## config.mk

```make
export PLATFORM = sky130hd
export DESIGN_NAME = vfield_capture
export DESIGN_NICKNAME = d
export VERILOG_FILES = /design/src/rtl/vfc_pkg.sv /design/src/rtl/vfc_line_ctr.sv /design/src/rtl/vfc_width_cap.sv /design/src/rtl/vfc_act_track.sv /design/src/rtl/vfc_result_bank.sv /design/src/rtl/vfield_capture.sv
export SDC_FILE = /design/constraint.sdc
export NUM_CORES = 1
export LEC_CHECK = 0
export BUFFER_PORTS_ARGS = -buffer_cell sky130_fd_sc_hd__buf_2
export CAP_MARGIN = 20
export CELL_PAD_IN_SITES_DETAIL_PLACEMENT = 1
export CELL_PAD_IN_SITES_GLOBAL_PLACEMENT = 2
export CORE_MARGIN = 2
export CORE_UTILIZATION = 33
export CTS_CLUSTER_SIZE = 28
export DETAILED_ROUTE_END_ITERATION = 8
export PLACE_DENSITY = 0.73
export SLEW_MARGIN = 20
export SYNTH_ARGS = -nofsm -noshare
export SYNTH_HDL_FRONTEND = slang
export SYNTH_SLANG_ARGS = --single-unit
```

## constraint.sdc

```tcl
create_clock -name clk -period 1.85 [get_ports clk]
set_input_delay 0.2775 -clock clk [delete_from_list [all_inputs] [get_ports clk]]
set_output_delay 0.2775 -clock clk [all_outputs]
set_load 0.03 [all_outputs]
```

## src/rtl/vfc_pkg.sv

```systemverilog
package vfc_pkg;
  localparam int DEF_LINE_W = 12;
  localparam int DEF_WID_W  = 8;
  localparam int DEF_WORD_W = 16;
endpackage

```

## src/rtl/vfc_line_ctr.sv

```systemverilog
module vfc_line_ctr #(
  parameter int LINE_W = vfc_pkg::DEF_LINE_W
) (
  input  logic              clk,
  input  logic              rst,
  input  logic              hs_evt,
  input  logic              vs_lead,
  output logic [LINE_W-1:0] cnt
);
  localparam logic [LINE_W-1:0] CNT_MAX = {LINE_W{1'b1}};

  always_ff @(posedge clk) begin
    if (rst)                          cnt <= '0;
    else if (vs_lead)                 cnt <= '0;
    else if (hs_evt && cnt != CNT_MAX) cnt <= cnt + 1'b1;
  end

  AST_CNT_RESTART: assert property (@(posedge clk) disable iff (rst)
    vs_lead |=> cnt == '0);
  AST_CNT_STEP: assert property (@(posedge clk) disable iff (rst)
    (!vs_lead && hs_evt && cnt != CNT_MAX) |=> cnt == $past(cnt) + 1'b1);
  AST_CNT_SAT: assert property (@(posedge clk) disable iff (rst)
    (!vs_lead && cnt == CNT_MAX) |=> cnt == CNT_MAX);
endmodule

```

## src/rtl/vfc_width_cap.sv

```systemverilog
module vfc_width_cap #(
  parameter int LINE_W = vfc_pkg::DEF_LINE_W,
  parameter int WID_W  = vfc_pkg::DEF_WID_W
) (
  input  logic              clk,
  input  logic              rst,
  input  logic              vs_lead,
  input  logic              vs_trail,
  input  logic [LINE_W-1:0] cnt,
  output logic [WID_W-1:0]  width_hold
);
  localparam logic [LINE_W-1:0] WLIM = LINE_W'((1 << WID_W) - 1);

  logic [WID_W-1:0] width_sat;

  always_comb begin
    if (cnt > WLIM) width_sat = {WID_W{1'b1}};
    else            width_sat = cnt[WID_W-1:0];
  end

  always_ff @(posedge clk) begin
    if (rst)           width_hold <= '0;
    else if (vs_lead)  width_hold <= '0;
    else if (vs_trail) width_hold <= width_sat;
  end

  AST_WIDTH_CLEAR: assert property (@(posedge clk) disable iff (rst)
    vs_lead |=> width_hold == '0);
endmodule

```

## src/rtl/vfc_act_track.sv

```systemverilog
module vfc_act_track #(
  parameter int LINE_W = vfc_pkg::DEF_LINE_W
) (
  input  logic              clk,
  input  logic              rst,
  input  logic              hs_evt,
  input  logic              vs_lead,
  input  logic              video_act,
  input  logic [LINE_W-1:0] cnt,
  output logic              seen,
  output logic [LINE_W-1:0] first_ln,
  output logic [LINE_W-1:0] last_ln
);
  logic line_hit;
  logic closes_active;

  assign closes_active = hs_evt && (line_hit || video_act);

  always_ff @(posedge clk) begin
    if (rst || vs_lead) begin
      line_hit <= 1'b0;
    end else if (hs_evt) begin
      line_hit <= 1'b0;
    end else if (video_act) begin
      line_hit <= 1'b1;
    end
  end

  always_ff @(posedge clk) begin
    if (rst || vs_lead) begin
      seen     <= 1'b0;
      first_ln <= '0;
      last_ln  <= '0;
    end else if (closes_active) begin
      seen    <= 1'b1;
      last_ln <= cnt;
      if (!seen) first_ln <= cnt;
    end
  end

  AST_ORDER: assert property (@(posedge clk) disable iff (rst)
    seen |-> first_ln <= last_ln);
  AST_PEND_DROP: assert property (@(posedge clk) disable iff (rst)
    vs_lead |=> !line_hit && !seen);
endmodule

```

## src/rtl/vfc_result_bank.sv

```systemverilog
module vfc_result_bank #(
  parameter int LINE_W = vfc_pkg::DEF_LINE_W,
  parameter int WID_W  = vfc_pkg::DEF_WID_W,
  parameter int WORD_W = vfc_pkg::DEF_WORD_W
) (
  input  logic              clk,
  input  logic              rst,
  input  logic              vs_lead,
  input  logic [LINE_W-1:0] cnt,
  input  logic [WID_W-1:0]  width_hold,
  input  logic              seen,
  input  logic [LINE_W-1:0] first_ln,
  input  logic [LINE_W-1:0] last_ln,
  output logic              pub_stb,
  output logic [WORD_W-1:0] width_word,
  output logic [WORD_W-1:0] first_word,
  output logic [WORD_W-1:0] last_word,
  output logic [WORD_W-1:0] period_word
);
  localparam int LPAD = WORD_W - LINE_W;
  localparam int WPAD = WORD_W - WID_W;
  localparam logic [WORD_W-1:0] NO_FIRST = {{LINE_W{1'b1}}, {LPAD{1'b0}}};

  logic [WORD_W-1:0] first_nx, last_nx;

  generate
    if (LPAD > 0) begin : g_pad
      assign first_nx = seen ? {first_ln, {LPAD{1'b0}}} : NO_FIRST;
      assign last_nx  = seen ? {last_ln,  {LPAD{1'b0}}} : '0;
    end else begin : g_nopad
      assign first_nx = seen ? first_ln : NO_FIRST;
      assign last_nx  = seen ? last_ln  : '0;
    end
  endgenerate

  always_ff @(posedge clk) begin
    if (rst) begin
      pub_stb     <= 1'b0;
      width_word  <= '0;
      first_word  <= NO_FIRST;
      last_word   <= '0;
      period_word <= '0;
    end else begin
      pub_stb <= vs_lead;
      if (vs_lead) begin
        width_word  <= {width_hold, {WPAD{1'b0}}};
        first_word  <= first_nx;
        last_word   <= last_nx;
        period_word <= {cnt, {LPAD{1'b0}}};
      end
    end
  end

  AST_HOLD: assert property (@(posedge clk) disable iff (rst)
    !vs_lead |=> $stable(width_word) && $stable(first_word)
                 && $stable(last_word) && $stable(period_word));
  AST_STROBE: assert property (@(posedge clk) disable iff (rst)
    vs_lead |=> pub_stb);
  AST_LOW_ZERO: assert property (@(posedge clk) disable iff (rst)
    pub_stb |-> period_word[3:0] == 4'h0 && first_word[3:0] == 4'h0
                && last_word[3:0] == 4'h0 && width_word[7:0] == 8'h00);
  AST_NO_VIDEO: assert property (@(posedge clk) disable iff (rst)
    (vs_lead && !seen) |=> first_word == NO_FIRST && last_word == '0);
endmodule

```

## src/rtl/vfield_capture.sv

```systemverilog
module vfield_capture #(
  parameter int LINE_W = vfc_pkg::DEF_LINE_W,
  parameter int WID_W  = vfc_pkg::DEF_WID_W,
  parameter int WORD_W = vfc_pkg::DEF_WORD_W
) (
  input  logic              clk,
  input  logic              rst,
  input  logic              hs_evt,
  input  logic              vs_lead,
  input  logic              vs_trail,
  input  logic              video_act,
  output logic              pub_stb,
  output logic [WORD_W-1:0] vwidth_word,
  output logic [WORD_W-1:0] vfirst_word,
  output logic [WORD_W-1:0] vlast_word,
  output logic [WORD_W-1:0] vperiod_word
);
  logic [LINE_W-1:0] cnt;
  logic [WID_W-1:0]  width_hold;
  logic              seen;
  logic [LINE_W-1:0] first_ln, last_ln;

  vfc_line_ctr #(.LINE_W(LINE_W)) u_ctr (
    .clk(clk), .rst(rst), .hs_evt(hs_evt), .vs_lead(vs_lead), .cnt(cnt));

  vfc_width_cap #(.LINE_W(LINE_W), .WID_W(WID_W)) u_wid (
    .clk(clk), .rst(rst), .vs_lead(vs_lead), .vs_trail(vs_trail),
    .cnt(cnt), .width_hold(width_hold));

  vfc_act_track #(.LINE_W(LINE_W)) u_act (
    .clk(clk), .rst(rst), .hs_evt(hs_evt), .vs_lead(vs_lead),
    .video_act(video_act), .cnt(cnt), .seen(seen),
    .first_ln(first_ln), .last_ln(last_ln));

  vfc_result_bank #(.LINE_W(LINE_W), .WID_W(WID_W), .WORD_W(WORD_W)) u_bank (
    .clk(clk), .rst(rst), .vs_lead(vs_lead), .cnt(cnt),
    .width_hold(width_hold), .seen(seen), .first_ln(first_ln),
    .last_ln(last_ln), .pub_stb(pub_stb), .width_word(vwidth_word),
    .first_word(vfirst_word), .last_word(vlast_word),
    .period_word(vperiod_word));
endmodule

```

==> results.md <==
Outcome:
- The run finished with clean final reports.

Synthesis:
- For this run, the register share of the synthesized area comes to 0.520.
- The cell type with the highest aggregate area in the netlist is dfxtp_1.
- The count of state elements after synthesis is 91.
- The cell area that synthesis handed to floorplanning was 3510 µm².
- The cell count after synthesis is 354.
- Sorting the synthesized cells by area gives the leading types as dfxtp_1, mux2i_1, nand2_1, buf_4, a21oi_1.
- The synthesized netlist contains 40 unique library cells.
- The warning count from the yosys run is 0.
- The average instance area after synthesis is 9.90 µm².
- The top cell type's share of synthesized area is 0.520.

STA:
- The post-layout minimum cycle time is about 1.6 ns.
- The maximum clock skew at final layout is 0.0135 ns.
- The accumulated negative setup slack is 0 ns.
- Setup repair after global routing left no endpoint under its margin.
- The number of endpoints with negative hold slack in the final report is 0.
- Dividing the final minimum period by the clock period gives 0.847.
- At the pin with the least slew margin, the transition time is a little over 0.7 ns.
- Measured against its own limit, the worst slew margin works out to 0.526.
- Setup violations remaining at the end of the flow were counted as 0.
- Static timing analysis puts the maximum clock frequency at 639 MHz.
- The final setup slack of the worst path is 0.284 ns.
- The count of pins over their slew limit is 0.

Power:
- The fraction of power spent switching nets is 0.245.
- The clock group share of total power is 0.382.
- The share of power burned in combinational logic is 0.062.
- The part of the total power dissipated in sequential elements is 0.557.
- Dividing total power by cell area gives a power density of around 900 nW/µm².
- The net switching power is roughly 870 µW.
- Cell internal power was estimated by the tool at between 2 and 3 mW.
- The static leakage power is approximately 1.6 nW.
- The largest vdd supply drop is about 0.00061 V.

Floorplanning:
- The die is between 100 and 150 µm tall.
- The area of the die is between 10,000 and 15,000 µm².
- The initialized floorplan defines 37 standard-cell rows.
- The core area is just over 10,000 µm².
- The effective utilization at floorplan is 0.340.
- The die width is roughly 110 µm.
- During I/O placement, the number of pins put on the boundary was 71.

Placement:
- Detailed placement finished with a half-perimeter wire length of approximately 5700 µm.
- At the end of routability-driven placement, the weighted congestion stood at between 0.8 and 0.9.
- Port buffering added 50 buffers.
- The post-place setup slack is 0.302 ns.

Cells and area:
- In the final layout, flip-flops and latches occupy 1820 µm².
- Fill cells in the final layout number around 1,200.
- Relative to the synthesized area, the layout overhead comes to 13.3%.
- The multi-input combinational cells in the finished layout cover a total of between 1000 and 1500 µm².
- In the final design database the tool counted between 400 and 500 nets.
- The antenna cell count is 0.
- The fraction of layout cells with a size suffix above 1 is 0.241.

Setup path:
- For the worst setup path, the data required time is between 2 and 2.5 ns.
- The worst setup path is captured at a flop.
- In this run the worst path has a maximum fanout of 6.
- The nature of the critical path startpoint is a flop.
- For the worst setup path, the data arrival time is between 1.5 and 2 ns.
- The largest stage delay on the critical path is ~0.5 ns.
- The critical path class is flop to flop.
- For this design, the slowest cell found on the critical path is dfxtp_1.
- Walking the worst path, the cells encountered are and3_1 > nand2_2 > or4_1 > a21oi_1.

Detailed routing:
- The average routed wire per standard cell is approximately 15 µm.
- The via count of the routed design is 2,617.
- The per-cell via count in the routed design is slightly below 5.
- Wires add up to between 8000 and 9000 µm.
- In the routed design, unresolved DRC markers number 0.
- The number of nets with antenna violations after routing is 0.
- In this run, the number of DRC markers left after iteration 0 of detailed routing was ~120.
- The first-pass detailed-route iteration total is 4.

Clocking:
- In this run, post-CTS hold repair placed 0 buffers.
- The H-tree generated during clock tree synthesis spans 3 levels.
- The number of gates resized after CTS was 0.
- Clock-pin slew was measured on the worst setup and hold paths at 0.09 ns.
- The TritonCTS clock tree is done.
- Clock latency on the worst-skew pair, taken at its later pin, is 0.35 ns.
- The longest clock path from root to sink contains 2 buffers.
- In this run the clock root is driven by a clkbuf_8.
- The number of clock buffers added by TritonCTS is 9.
- The CTS sink count is slightly above 90.
- The number of post-CTS setup repair buffers is 0.

Global route:
- The global-route usage over all layers is 0.148.
- Entering global routing, the biggest net connects 36 pins.
- The wire length of the first global-routing pass is around 14,000 µm.
- Global routing finished with a remaining overflow of 0.
- The via count of the first global-routing pass is 2,655.
- The initial antenna violation count is 0.

Hold path:
- The path class of the tightest hold or removal check is primary input to flop.

Flow run:
- Max-cap violations in this run came to 0.
## metrics by stage
| step | hold WS, ns | cell area, µm² | util | total power [mW] | instances |
|---|---|---|---|---|---|
| 2_1_floorplan | 0.357 | 3580 | - | 2.23 | 373 |
| 4_1_cts | 0.175 | 3970 | 0.385 | 3.62 | 543 |
| 6_report | 0.172 | 3970 | 0.385 | 3.57 | 543 |
| 3_5_place_dp | 0.452 | 3770 | 0.365 | 2.25 | 527 |
| 5_1_grt | 0.180 | 3970 | 0.385 | 3.72 | 543 |
| 3_3_place_gp | 0.446 | 3770 | 0.365 | 2.25 | 527 |
## cells in the mapped netlist
master and instances:
nor2b_1 1, nand3_4 2, clkbuf_1 10, nand2b_1 1, and3_1 3, and4_4 2
buf_1 1, o41ai_1 4, nand2_2 1, o311ai_0 1, o221a_2 8, buf_6 2
nor2_1 29, nand3_1 3, nor3_1 4, buf_4 24, a211oi_1 2, xnor2_1 1
conb_1 1, o22a_1 12, clkbuf_8 6, buf_2 7, o21ai_0 4, ha_1 1
or2_2 1, inv_1 1, o21a_1 1, a32o_1 1, a2111oi_2 1, nor4_1 1
and2_1 2, dfxtp_1 91, a31oi_1 5, a21oi_1 29, a22o_1 12, mux2i_1 20
nand2_1 53, or4_1 2, nand4_1 3, xor2_1 1
## per-layer routing
layer  GRT usage  up-vias  wire [µm]
met4      0.0547        0         82
li1            -     1295          -
met1       0.194     1269       3850
met3      0.0255        7        293
met2       0.244       46       3830
met5           0        -          0
## flip-flops by register name, summed over array words and instances, names as in the netlist
signal,cells
u_act.first_ln,12
u_act.last_ln,12
u_act.line_hit,1
u_act.seen,1
u_bank.first_word,12
u_bank.last_word,12
u_bank.period_word,12
u_bank.pub_stb,1
u_bank.width_word,8
u_ctr.cnt,12
u_wid.width_hold,8
## critical path, delay by kind of cell (launching register included)
family / cells / cell delay, ns
DFF: 1 / 0.50
and+or+nand+nor: 3 / 0.84
AOI/OAI and AO/OA: 1 / 0.15
## final timing paths
check	from	end	slack [ns]	depth (start not counted)
setup / recovery	u_ctr.cnt[4]$_SDFFE_PP0P_	u_ctr.cnt[10]$_SDFFE_PP0P_	0.28	4
hold / removal	rst	u_bank.pub_stb$_SDFF_PP0_	0.17	2
setup reg to reg	u_ctr.cnt[4]$_SDFFE_PP0P_	u_ctr.cnt[10]$_SDFFE_PP0P_	0.28	4
hold reg to reg	u_act.last_ln[7]$_SDFFE_PP0N_	u_act.last_ln[7]$_SDFFE_PP0N_	0.46	2
## cell type report
cell class,count,area share
Multi-Input combinational cell,231,0.350
Tap cell,136,0.0428
Sequential cell,91,0.458
Inverter,1,0.000945
Clock inverter,5,0.0154
Clock buffer,11,0.0356
Timing Repair Buffer,68,0.0970
## power groups by stage
stage	Sequential (mW)	Clock [mW]	Combinational, mW
2_1_floorplan	2.05	0	0.182
3_3_place_gp	2.03	0	0.220
3_5_place_dp	2.03	0	0.222
4_1_cts	1.99	1.41	0.223
5_1_grt	1.99	1.49	0.240
6_report	1.99	1.36	0.220
## logic make-up (layout without fill, tap and decap cells)
kind of cell             Yosys count  after routing  share of synthesized area
AO/OA/AOI/OAI                     80             80                      0.168
XOR/XNOR                           2              2                    0.00500
buffers and inverters             51             85                      0.104
other                              1             20                    0.00107
adder cells (fa/ha/maj)            1              1                    0.00357
multiplexers                      20             20                     0.0571
AND/OR/NAND/NOR                  108            108                      0.142
flip-flops                        91             91                      0.520
## layout by cell type, fill, tap and decap left out, types with 2 or more instances in the layout
| cell type | Yosys | layout |
|---|---|---|
| conb_1 | 1 | 20 |
| o21ai_0 | 4 | 4 |
| a21oi_1 | 29 | 29 |
| nor3_1 | 4 | 4 |
| nand4_1 | 3 | 3 |
| and4_4 | 2 | 2 |
| dfxtp_1 | 91 | 91 |
| buf_4 | 24 | 18 |
| nand3_1 | 3 | 3 |
| and2_1 | 2 | 2 |
| o22a_1 | 12 | 12 |
| nand3_4 | 2 | 2 |
| a22o_1 | 12 | 12 |
| nand2_1 | 53 | 53 |
| clkbuf_8 | 6 | 10 |
| and3_1 | 3 | 3 |
| mux2i_1 | 20 | 20 |
| a31oi_1 | 5 | 5 |
| a211oi_1 | 2 | 2 |
| nor2_1 | 29 | 29 |
| clkinvlp_4 | 0 | 3 |
| o41ai_1 | 4 | 4 |
| o221a_2 | 8 | 8 |
| buf_2 | 7 | 50 |
| or4_1 | 2 | 2 |
(Power assumes the default switching activity.)
